--- src/rtl/dec_ctrl_pkg.sv ---
// Package: shared encodings and the control bundle for the instruction decoder.
// Assumes a 32-bit word with a 6-bit opcode and 5-bit register indices.
package dec_ctrl_pkg;

    localparam int OPW  = 6;
    localparam int FNW  = 6;

    localparam logic [OPW-1:0] OP_REG  = 6'd0;
    localparam logic [OPW-1:0] OP_J    = 6'd2;
    localparam logic [OPW-1:0] OP_JAL  = 6'd3;
    localparam logic [OPW-1:0] OP_BEQ  = 6'd4;
    localparam logic [OPW-1:0] OP_BNE  = 6'd5;
    localparam logic [OPW-1:0] OP_ADDI = 6'd8;
    localparam logic [OPW-1:0] OP_SLTI = 6'd10;
    localparam logic [OPW-1:0] OP_ANDI = 6'd12;
    localparam logic [OPW-1:0] OP_ORI  = 6'd13;
    localparam logic [OPW-1:0] OP_LUI  = 6'd15;
    localparam logic [OPW-1:0] OP_LW   = 6'd35;
    localparam logic [OPW-1:0] OP_SW   = 6'd43;

    localparam logic [FNW-1:0] FN_JR   = 6'd8;
    localparam logic [FNW-1:0] FN_ADD  = 6'd32;
    localparam logic [FNW-1:0] FN_SUB  = 6'd34;
    localparam logic [FNW-1:0] FN_SLT  = 6'd42;

    typedef enum logic [1:0] {
        FMT_REG = 2'd0, FMT_IMM = 2'd1, FMT_JMP = 2'd2, FMT_BAD = 2'd3
    } fmt_e;

    typedef enum logic [3:0] {
        ALU_ADD  = 4'd0, ALU_SUB = 4'd1, ALU_SLT = 4'd2, ALU_AND = 4'd3,
        ALU_OR   = 4'd4, ALU_LUI = 4'd5, ALU_NONE = 4'd15
    } alu_e;

    typedef enum logic [1:0] {
        DST_NONE = 2'd0, DST_RD = 2'd1, DST_RT = 2'd2, DST_LINK = 2'd3
    } dst_e;

    typedef enum logic [1:0] {
        BR_NONE = 2'd0, BR_EQ = 2'd1, BR_NE = 2'd2
    } br_e;

    typedef enum logic [1:0] {
        JMP_NONE = 2'd0, JMP_DIR = 2'd1, JMP_LINK = 2'd2, JMP_REG = 2'd3
    } jmp_e;

    typedef enum logic [1:0] {
        IMM_NONE = 2'd0, IMM_SEXT = 2'd1, IMM_ZEXT = 2'd2, IMM_UPPER = 2'd3
    } imm_e;

    typedef struct packed {
        fmt_e  fmt;
        logic  wr_req;
        dst_e  dsel;
        alu_e  alu;
        logic  mrd;
        logic  mwr;
        br_e   br;
        jmp_e  jmp;
        imm_e  ik;
        logic  bad;
    } ctl_t;

endpackage

--- src/rtl/dec_fields.sv ---
// Module: splits an instruction word into its fixed-position fields.
// Assumes the opcode in the top bits, then three register indices, then the
// shift amount and function code; the immediate and jump target share low bits.
module dec_fields #(
    parameter int IW = 32,
    parameter int AW = 5,
    parameter int OPW = 6,
    parameter int FNW = 6
) (
    input  logic [IW-1:0]        word,
    output logic [OPW-1:0]       op,
    output logic [AW-1:0]        rs,
    output logic [AW-1:0]        rt,
    output logic [AW-1:0]        rd,
    output logic [AW-1:0]        shamt,
    output logic [FNW-1:0]       funct,
    output logic [IW-3*AW-OPW+AW+FNW-1:0] imm,
    output logic [IW-OPW-1:0]    tgt
);
    localparam int RS_LO = IW - OPW - AW;
    localparam int RT_LO = RS_LO - AW;
    localparam int RD_LO = RT_LO - AW;
    localparam int SH_LO = RD_LO - AW;
    localparam int IMW   = RT_LO;

    // Purpose: slice each field from its fixed position.
    always_comb begin
        op    = word[IW-1 -: OPW];
        rs    = word[RS_LO +: AW];
        rt    = word[RT_LO +: AW];
        rd    = word[RD_LO +: AW];
        shamt = word[SH_LO +: AW];
        funct = word[FNW-1:0];
        imm   = word[IMW-1:0];
        tgt   = word[IW-OPW-1:0];
    end
endmodule

--- src/rtl/dec_imm_gen.sv ---
// Module: widens the 16-bit immediate to the data width in one of four ways.
// Assumes the kind code comes from the control table; NONE yields zero.
module dec_imm_gen
    import dec_ctrl_pkg::*;
#(
    parameter int XW  = 32,
    parameter int IMW = 16
) (
    input  logic [IMW-1:0] imm,
    input  imm_e           kind,
    output logic [XW-1:0]  ext
);
    localparam int PADW = XW - IMW;

    // Purpose: pick sign-fill, zero-fill, upper placement or zero.
    always_comb begin
        unique case (kind)
            IMM_SEXT:  ext = {{PADW{imm[IMW-1]}}, imm};
            IMM_ZEXT:  ext = {{PADW{1'b0}}, imm};
            IMM_UPPER: ext = {imm, {PADW{1'b0}}};
            default:   ext = '0;
        endcase
    end
endmodule

--- src/rtl/dec_ctrl_table.sv ---
// Module: maps opcode and function code to the control bundle.
// Assumes unknown codes must come out inert, with only the illegal bit set.
module dec_ctrl_table
    import dec_ctrl_pkg::*;
(
    input  logic [OPW-1:0] op,
    input  logic [FNW-1:0] funct,
    output ctl_t           ctl
);
    localparam ctl_t IDLE = '{fmt: FMT_BAD, wr_req: 1'b0, dsel: DST_NONE,
                              alu: ALU_NONE, mrd: 1'b0, mwr: 1'b0,
                              br: BR_NONE, jmp: JMP_NONE, ik: IMM_NONE,
                              bad: 1'b1};

    // Purpose: decode one instruction into its controls.
    always_comb begin
        ctl = IDLE;
        unique case (op)
            OP_REG: begin
                ctl.fmt = FMT_REG;
                ctl.bad = 1'b0;
                unique case (funct)
                    FN_ADD: begin ctl.alu = ALU_ADD; ctl.wr_req = 1'b1; ctl.dsel = DST_RD; end
                    FN_SUB: begin ctl.alu = ALU_SUB; ctl.wr_req = 1'b1; ctl.dsel = DST_RD; end
                    FN_SLT: begin ctl.alu = ALU_SLT; ctl.wr_req = 1'b1; ctl.dsel = DST_RD; end
                    FN_JR:  ctl.jmp = JMP_REG;
                    default: begin ctl.fmt = FMT_BAD; ctl.bad = 1'b1; end
                endcase
            end
            OP_LW: begin
                ctl.fmt = FMT_IMM; ctl.bad = 1'b0; ctl.alu = ALU_ADD; ctl.ik = IMM_SEXT;
                ctl.mrd = 1'b1; ctl.wr_req = 1'b1; ctl.dsel = DST_RT;
            end
            OP_SW: begin
                ctl.fmt = FMT_IMM; ctl.bad = 1'b0; ctl.alu = ALU_ADD; ctl.ik = IMM_SEXT;
                ctl.mwr = 1'b1;
            end
            OP_BEQ: begin
                ctl.fmt = FMT_IMM; ctl.bad = 1'b0; ctl.alu = ALU_SUB; ctl.ik = IMM_SEXT;
                ctl.br = BR_EQ;
            end
            OP_BNE: begin
                ctl.fmt = FMT_IMM; ctl.bad = 1'b0; ctl.alu = ALU_SUB; ctl.ik = IMM_SEXT;
                ctl.br = BR_NE;
            end
            OP_ADDI: begin
                ctl.fmt = FMT_IMM; ctl.bad = 1'b0; ctl.alu = ALU_ADD; ctl.ik = IMM_SEXT;
                ctl.wr_req = 1'b1; ctl.dsel = DST_RT;
            end
            OP_SLTI: begin
                ctl.fmt = FMT_IMM; ctl.bad = 1'b0; ctl.alu = ALU_SLT; ctl.ik = IMM_SEXT;
                ctl.wr_req = 1'b1; ctl.dsel = DST_RT;
            end
            OP_ANDI: begin
                ctl.fmt = FMT_IMM; ctl.bad = 1'b0; ctl.alu = ALU_AND; ctl.ik = IMM_ZEXT;
                ctl.wr_req = 1'b1; ctl.dsel = DST_RT;
            end
            OP_ORI: begin
                ctl.fmt = FMT_IMM; ctl.bad = 1'b0; ctl.alu = ALU_OR; ctl.ik = IMM_ZEXT;
                ctl.wr_req = 1'b1; ctl.dsel = DST_RT;
            end
            OP_LUI: begin
                ctl.fmt = FMT_IMM; ctl.bad = 1'b0; ctl.alu = ALU_LUI; ctl.ik = IMM_UPPER;
                ctl.wr_req = 1'b1; ctl.dsel = DST_RT;
            end
            OP_J: begin
                ctl.fmt = FMT_JMP; ctl.bad = 1'b0; ctl.jmp = JMP_DIR;
            end
            OP_JAL: begin
                ctl.fmt = FMT_JMP; ctl.bad = 1'b0; ctl.jmp = JMP_LINK;
                ctl.wr_req = 1'b1; ctl.dsel = DST_LINK;
            end
            default: ctl = IDLE;
        endcase
    end
endmodule

--- src/rtl/dec_ctrl_unit.sv ---
// Module: decode-stage instruction decoder with a registered control output.
// Assumes a new word may arrive on every edge it is flagged valid; outputs
// hold while no word is offered. Writes to register 0 are dropped here.
module dec_ctrl_unit
    import dec_ctrl_pkg::*;
#(
    parameter int XW   = 32,
    parameter int AW   = 5,
    parameter int LINK = 31
) (
    input  logic          clk,
    input  logic          rst_n,
    input  logic          in_valid,
    input  logic [31:0]   instr,
    output logic          out_valid,
    output logic [1:0]    fmt,
    output logic [4:0]    rs,
    output logic [4:0]    rt,
    output logic [4:0]    rd,
    output logic [4:0]    shamt,
    output logic [5:0]    funct,
    output logic [25:0]   jtarget,
    output logic [31:0]   imm_ext,
    output logic          reg_we,
    output logic [1:0]    dst_sel,
    output logic [4:0]    dst_idx,
    output logic [3:0]    alu_op,
    output logic          mem_rd,
    output logic          mem_wr,
    output logic [1:0]    br_kind,
    output logic [1:0]    jmp_kind,
    output logic          illegal
);
    localparam int IMW = XW - OPW - 2*AW;
    localparam int TGW = XW - OPW;
    localparam logic [AW-1:0] LINK_IDX = AW'(LINK);

    logic [OPW-1:0] f_op;
    logic [AW-1:0]  f_rs, f_rt, f_rd, f_sh;
    logic [FNW-1:0] f_fn;
    logic [IMW-1:0] f_imm;
    logic [TGW-1:0] f_tgt;
    ctl_t           ctl;
    logic [XW-1:0]  ext;
    logic [AW-1:0]  nxt_idx;
    logic           nxt_we;

    dec_fields #(.IW(XW), .AW(AW), .OPW(OPW), .FNW(FNW)) u_fields (
        .word(instr), .op(f_op), .rs(f_rs), .rt(f_rt), .rd(f_rd),
        .shamt(f_sh), .funct(f_fn), .imm(f_imm), .tgt(f_tgt)
    );

    dec_ctrl_table u_table (.op(f_op), .funct(f_fn), .ctl(ctl));

    dec_imm_gen #(.XW(XW), .IMW(IMW)) u_imm (.imm(f_imm), .kind(ctl.ik), .ext(ext));

    // Purpose: resolve the destination index and drop writes to register 0.
    always_comb begin
        unique case (ctl.dsel)
            DST_RD:   nxt_idx = f_rd;
            DST_RT:   nxt_idx = f_rt;
            DST_LINK: nxt_idx = LINK_IDX;
            default:  nxt_idx = '0;
        endcase
        nxt_we = ctl.wr_req && (nxt_idx != '0);
    end

    // Purpose: capture the decoded word on a valid edge, hold otherwise.
    always_ff @(posedge clk) begin
        if (!rst_n) begin
            out_valid <= 1'b0;
            fmt       <= '0;
            rs        <= '0;
            rt        <= '0;
            rd        <= '0;
            shamt     <= '0;
            funct     <= '0;
            jtarget   <= '0;
            imm_ext   <= '0;
            reg_we    <= 1'b0;
            dst_sel   <= '0;
            dst_idx   <= '0;
            alu_op    <= '0;
            mem_rd    <= 1'b0;
            mem_wr    <= 1'b0;
            br_kind   <= '0;
            jmp_kind  <= '0;
            illegal   <= 1'b0;
        end else begin
            out_valid <= in_valid;
            if (in_valid) begin
                fmt       <= ctl.fmt;
                rs        <= f_rs;
                rt        <= f_rt;
                rd        <= f_rd;
                shamt     <= f_sh;
                funct     <= f_fn;
                jtarget   <= f_tgt;
                imm_ext   <= ext;
                reg_we    <= nxt_we;
                dst_sel   <= ctl.dsel;
                dst_idx   <= nxt_idx;
                alu_op    <= ctl.alu;
                mem_rd    <= ctl.mrd;
                mem_wr    <= ctl.mwr;
                br_kind   <= ctl.br;
                jmp_kind  <= ctl.jmp;
                illegal   <= ctl.bad;
            end
        end
    end

    AST_ILLEGAL_INERT: assert property (@(posedge clk) disable iff (!rst_n)
        illegal |-> (!reg_we && !mem_rd && !mem_wr && br_kind == 2'd0 && jmp_kind == 2'd0));
    AST_NO_ZERO_WRITE: assert property (@(posedge clk) disable iff (!rst_n)
        reg_we |-> (dst_idx != 5'd0));
    AST_MEM_EXCL: assert property (@(posedge clk) disable iff (!rst_n)
        $onehot0({mem_rd, mem_wr}) && (mem_wr -> !reg_we));
    AST_BRANCH_SUB: assert property (@(posedge clk) disable iff (!rst_n)
        (br_kind != 2'd0) |-> (!reg_we && alu_op == 4'd1));
    AST_LINK_DEST: assert property (@(posedge clk) disable iff (!rst_n)
        (jmp_kind == 2'd2) |-> (reg_we && dst_idx == 5'd31));
    AST_JFMT_IMM: assert property (@(posedge clk) disable iff (!rst_n)
        (fmt == 2'd2) |-> (imm_ext == 32'd0));
    AST_VALID_FOLLOW: assert property (@(posedge clk) disable iff (!rst_n)
        in_valid |=> out_valid);
    AST_HOLD_IDLE: assert property (@(posedge clk) disable iff (!rst_n)
        !in_valid |=> (!out_valid && $stable(alu_op) && $stable(imm_ext) && $stable(dst_idx)));
endmodule

--- config.mk ---
export PLATFORM = sky130hd
export DESIGN_NAME = dec_ctrl_unit
export DESIGN_NICKNAME = d
export VERILOG_FILES = /design/src/rtl/dec_ctrl_pkg.sv /design/src/rtl/dec_fields.sv /design/src/rtl/dec_imm_gen.sv /design/src/rtl/dec_ctrl_table.sv /design/src/rtl/dec_ctrl_unit.sv
export SDC_FILE = /design/constraint.sdc
export NUM_CORES = 1
export LEC_CHECK = 0
export ABC_AREA = 1
export ABC_CLOCK_PERIOD_IN_PS = 2100
export BUFFER_PORTS_ARGS = -buffer_cell sky130_fd_sc_hd__buf_2
export CORE_MARGIN = 3
export CORE_UTILIZATION = 40
export CTS_CLUSTER_DIAMETER = 40
export DETAILED_ROUTE_END_ITERATION = 8
export GPL_TIMING_DRIVEN = 0
export PLACE_DENSITY = 0.69
export SYNTH_ARGS = -nofsm -noshare
export SYNTH_HDL_FRONTEND = slang
export SYNTH_SLANG_ARGS = --single-unit
--- constraint.sdc ---
create_clock -name clk -period 2.1 [get_ports clk]
set_clock_uncertainty 0.2 [all_clocks]
set_input_delay 0.42 -clock clk [delete_from_list [all_inputs] [get_ports clk]]
set_output_delay 0.42 -clock clk [all_outputs]
set_load 0.03 [all_outputs]
=== After elaboration in Yosys (flattened, before gate mapping) ===
Index checks and enable logic that the tools add are counted.

* Output and inout bits: 106
* Flip-flop bits (word level): 106
* Input port bits: 35

* Mux-type cells: 15
* Eq/ne operators: 21
* Reductions and logical operators: 12

{| class="wikitable"
|+ Operators by type and width
! kind !! number
|-
| $pmux W32 S3 || 1
|-
| $eq A6 B4 Y1 const B || 6
|-
| $eq A6 B6 Y1 const B || 5
|-
| $pmux W4 S7 || 1
|-
| $pmux W7 S3 || 1
|-
| $pmux W2 S3 || 3
|-
| $pmux W5 S3 || 1
|-
| $eq A6 B2 Y1 const B || 2
|-
| $eq A6 B3 Y1 const B || 2
|-
| $reduce_or A6 Y1 || 2
|-
| $reduce_or A11 Y1 || 1
|-
| $pmux W3 S3 || 1
|-
| $reduce_or A9 Y1 || 1
|-
| $eq A2 B2 Y1 const B || 4
|-
| $logic_not A6 Y1 || 1
|-
| $reduce_or A2 Y1 || 3
|-
| $reduce_bool A5 Y1 || 1
|-
| $eq A2 B1 Y1 const B || 2
|-
| $mux W2 || 2
|-
| $pmux W2 S2 || 1
|-
| $reduce_or A4 Y1 || 1
|-
| $mux W1 || 3
|-
| $reduce_or A3 Y1 || 1
|-
| $pmux W1 S2 || 1
|-
| $logic_and A1 B1 Y1 || 1
|}

=== Longest topological paths before layout ===
* Word-level depth: 7
* Mapped depth: 13
* Gate-level depth less buffers: 13

=== Modules after synthesis ===
From an unflattened synthesis, not the netlist that was laid out.

* Cells, all modules: 732
* Area total of the unflattened synthesis: 5191.2 um2

{| class="wikitable"
|+ By module, submodules not included
! module !! cells an instance !! times used !! sequential area each (um2) !! area an instance (um2)
|-
| dec_ctrl_unit || 477 || 1 || 2122.0 || 3743.6
|-
| dec_fields || 81 || 1 || 0.0 || 604.3
|-
| dec_imm_gen || 92 || 1 || 0.0 || 426.7
|-
| dec_ctrl_table || 82 || 1 || 0.0 || 416.6
|}

=== Least setup slack after synthesis ===
No wires, ideal clock.

* Kind: input -> register
* From: in instr[29]
* To: reg fmt[0]
* Path slack: 452 ps
* Stages on the path: 12
* Path buffers: 0
* Arrival: 1333 ps
* Setup time: 115 ps
* Data required time: 1785 ps
* Cells stage by stage: inv_1 -> nand2_1 -> nor2_2 -> nand2_1 -> nand2_1 -> nor2_4 -> nand2_4 -> nor2_2 -> o21ai_0 -> nand2_1 -> o21ai_0 -> inv_1

* Cells in the longest elaborated chain, start to end: 3
* Elaborated cells on any way between the ends: 15
* Classes of those cells: eq/ne (11); mux (1); reduce/logical (3)

{| class="wikitable"
|+ Ends and longest elaborated chain
! what !! RTL line !! text
|-
| from (decl) || dec_ctrl_unit.sv:14 || <nowiki>input logic [31:0] instr,</nowiki>
|-
| $eq A6 B6 Y1 (tied with other cells) || dec_ctrl_table.sv:18 || <nowiki>unique case (op)</nowiki>
|-
| $reduce_or A9 Y1 (no line) / $reduce_or A2 Y1 (equally long branches) || n/a ||
|-
| $pmux W2 S3 * || dec_ctrl_table.sv:18 ||
|-
| to (signal assigned) || dec_ctrl_unit.sv:92 || <nowiki>fmt <= ctl.fmt;</nowiki>
|-
| to (decl) || dec_ctrl_unit.sv:16 || <nowiki>output logic [1:0] fmt,</nowiki>
|}

Mark *: on every way between the ends. The rest lies on a longest branch, timed or not.
A chain may end at the register's enable or synchronous reset.

==> flow_metrics.env <==
export IMPL_antenna_found_initial=0
export IMPL_start_kind="input port"
export IMPL_hold_path_class="in -> reg"
export IMPL_initial_core_util=0.418
export IMPL_power_mw=3.43
export IMPL_synth_cell_types=28
export IMPL_drive_above_1_share=0.368
export IMPL_cts_sinks=80
export IMPL_critPathBufInv=3
export IMPL_synth_common_cells="nand2_1, dfxtp_1, nor2_1, o21ai_0, buf_4"
export IMPL_worstPathMaxFanout=10
export IMPL_max_vdd_ir_drop_v=0.000308
export IMPL_grt_pass1_vias=3049
export IMPL_clk_pin_slew_worst_paths_ns=0.09
export IMPL_avgRoutedWirePerCell_um=13.9
export IMPL_fin_nets=601
export IMPL_cts_setup_buffers=0
export IMPL_core_area_sq_um=7850
export IMPL_syn_to_final_growth_pct=31.9
export IMPL_path_cells="buf_2 > inv_1 > nor2_1 > clkbuf_1 > nand2_1 > o21ai_0"
export IMPL_antennaDiodeCount=0
export IMPL_yosysTopAreaCellShare=0.489
export IMPL_p_leak_nw=2.32
export IMPL_period_needed_ns=1.75
export IMPL_cp_required_ns=2.18
export IMPL_gp_congestion=0.941
export IMPL_synth_warnings=0
export IMPL_h_tree_depth=3
export IMPL_viasPerCell=4.76
export IMPL_numCtsBuffers=9
export IMPL_die_area_sq_um=9320
export IMPL_core_rowCount=32
export IMPL_dp_hpwl_um=7360
export IMPL_slew_viol_final=0
export IMPL_grt_pass1_wl_um=14600
export IMPL_cp_end_kind="flip-flop"
export IMPL_vias=3202
export IMPL_synthFlopType="dfxtp_1"
export IMPL_wl_um=9350
export IMPL_yosysMostFrequentCell="nand2_1"
export IMPL_synth_seq_cells=80
export IMPL_ioPinCount=141
export IMPL_max_slew_margin_rel=0.618
export IMPL_hold_ws_ns=0.0838
export IMPL_fin_crit_sh=0.834
export IMPL_yosys_top_cells_area="dfxtp_1, nand2_1, buf_4"
export IMPL_ys_seq_area_frac=0.489
export IMPL_slowest_stage="clkbuf_1"
export IMPL_cp_arrival_ns=1.83
export IMPL_clock_path_buffers=2
export IMPL_netlist_instances=417
export IMPL_pre_cts_slack_ns=-0.00512
export IMPL_clk_latency_ns=0.35
export IMPL_grt_ovfl_total=0
export IMPL_tns_ns=0
export IMPL_status="finished, final reports clean"
export IMPL_cts_root_buf="clkbuf_8"
export IMPL_maxCapViolCount=0
export IMPL_syn_area_per_cell_sq_um=7.86
export IMPL_setup_viol=0
export IMPL_hold_buffers=0
export IMPL_grt_max_degree=16
export IMPL_slowest_delay_ns=0.50
export IMPL_tightestPinTransition_ns=0.572
export IMPL_async_reset_ff_frac=0
export IMPL_antenna_left=0
export IMPL_power_density_nw_per_um2=794
export IMPL_hold_viol=0
export IMPL_path_class="in -> reg"
export IMPL_timing_fmax_ghz=0.571
export IMPL_grt_util_all_layers=0.206
export IMPL_cts_tree="yes"
export IMPL_port_buffers=138
export IMPL_die_w_um=96.5
export IMPL_die_h_um=96.5
export IMPL_drtPass1Iterations=4
export IMPL_rsz0062_at_grt="no"
export IMPL_critPathTopFamily="buffers and inverters"
export IMPL_fin_ws_ns=0.349
export IMPL_syn_nets=452
export IMPL_cts_resized=0
export IMPL_drc=0
export IMPL_syn_area_sq_um=3280
export IMPL_synth_top_area_cell="dfxtp_1"
export IMPL_drt_iter0_drc=151
export IMPL_synth_edff_count=0
==> metrics by stage <==
step                      area [sq um]  utilization  std cells
after global routing              4320        0.551        673
after detailed placement          4100        0.522        657
after floorplan                   3280            -        417
after CTS                         4320        0.551        673
after global placement            4100        0.522        657
final                             4320        0.551        673
==> kinds of logic after synthesis <==
kind of cell | Yosys count | share of synthesized area
AOI/OAI and AO/OA | 86 | 0.160
and+or+nand+nor | 180 | 0.235
buffers and inverters | 71 | 0.117
DFF | 80 | 0.489
==> layout make-up <==
class	count	area (sq um)
clock buffers	9	124
inverters	28	105
well taps	102	128
flip-flops and latches	80	1600
multi-input cells	266	1290
plain buffers	43	278
clock inverters	7	104
repair buffers	138	691
fillers	785	3520
==> state kept, by name, summed over array words and instances (netlist names), 2 cells and up <==
register and flops:
jtarget 4, rs 5, dst_sel 2, alu_op 4
shamt 4, rt 4, imm_ext 32, rd 4
funct 5, jmp_kind 2, dst_idx 5, br_kind 2
fmt 2
==> report_power, final <==
group          internal, mW  switching (mW)
registers              1.57          0.0341
logic                 0.171           0.377
clock network         0.683           0.593
==> per-layer routing <==
layer | track usage | routed length, um | vias to the layer above
li1 | - | - | 1632
met1 | 0.263 | 4090 | 1451
met2 | 0.334 | 4400 | 99
met3 | 0.0542 | 611 | 20
met4 | 0.0783 | 245 | 0
met5 | 0 | 0 | -
==> path summary, 6_finish.rpt <==
| check | start | to | slack [ns] | depth (start not counted) |
|---|---|---|---|---|
| setup / recovery | rst_n | dst_sel[1] | 0.35 | 6 |
| hold / removal | instr[23] | rs[2] | 0.08 | 2 |
| setup reg to reg | alu_op[2] | alu_op[2] | 1.22 | 4 |
| hold reg to reg | imm_ext[1] | imm_ext[1] | 0.26 | 2 |
==> placed cells by master, fill, tap and decap left out, types with 5 or more instances in the layout <==
| master | n |
|---|---|
| buf_2 | 144 |
| nand2_1 | 107 |
| dfxtp_1 | 80 |
| nor2_1 | 36 |
| o21ai_0 | 36 |
| buf_4 | 27 |
| a21oi_1 | 24 |
| inv_1 | 22 |
| a22o_1 | 20 |
| nand3_1 | 16 |
| clkbuf_1 | 9 |
| clkbuf_8 | 9 |
| nor2_2 | 6 |
| inv_2 | 5 |
| nand2_2 | 5 |
(Power assumes the default switching activity.)
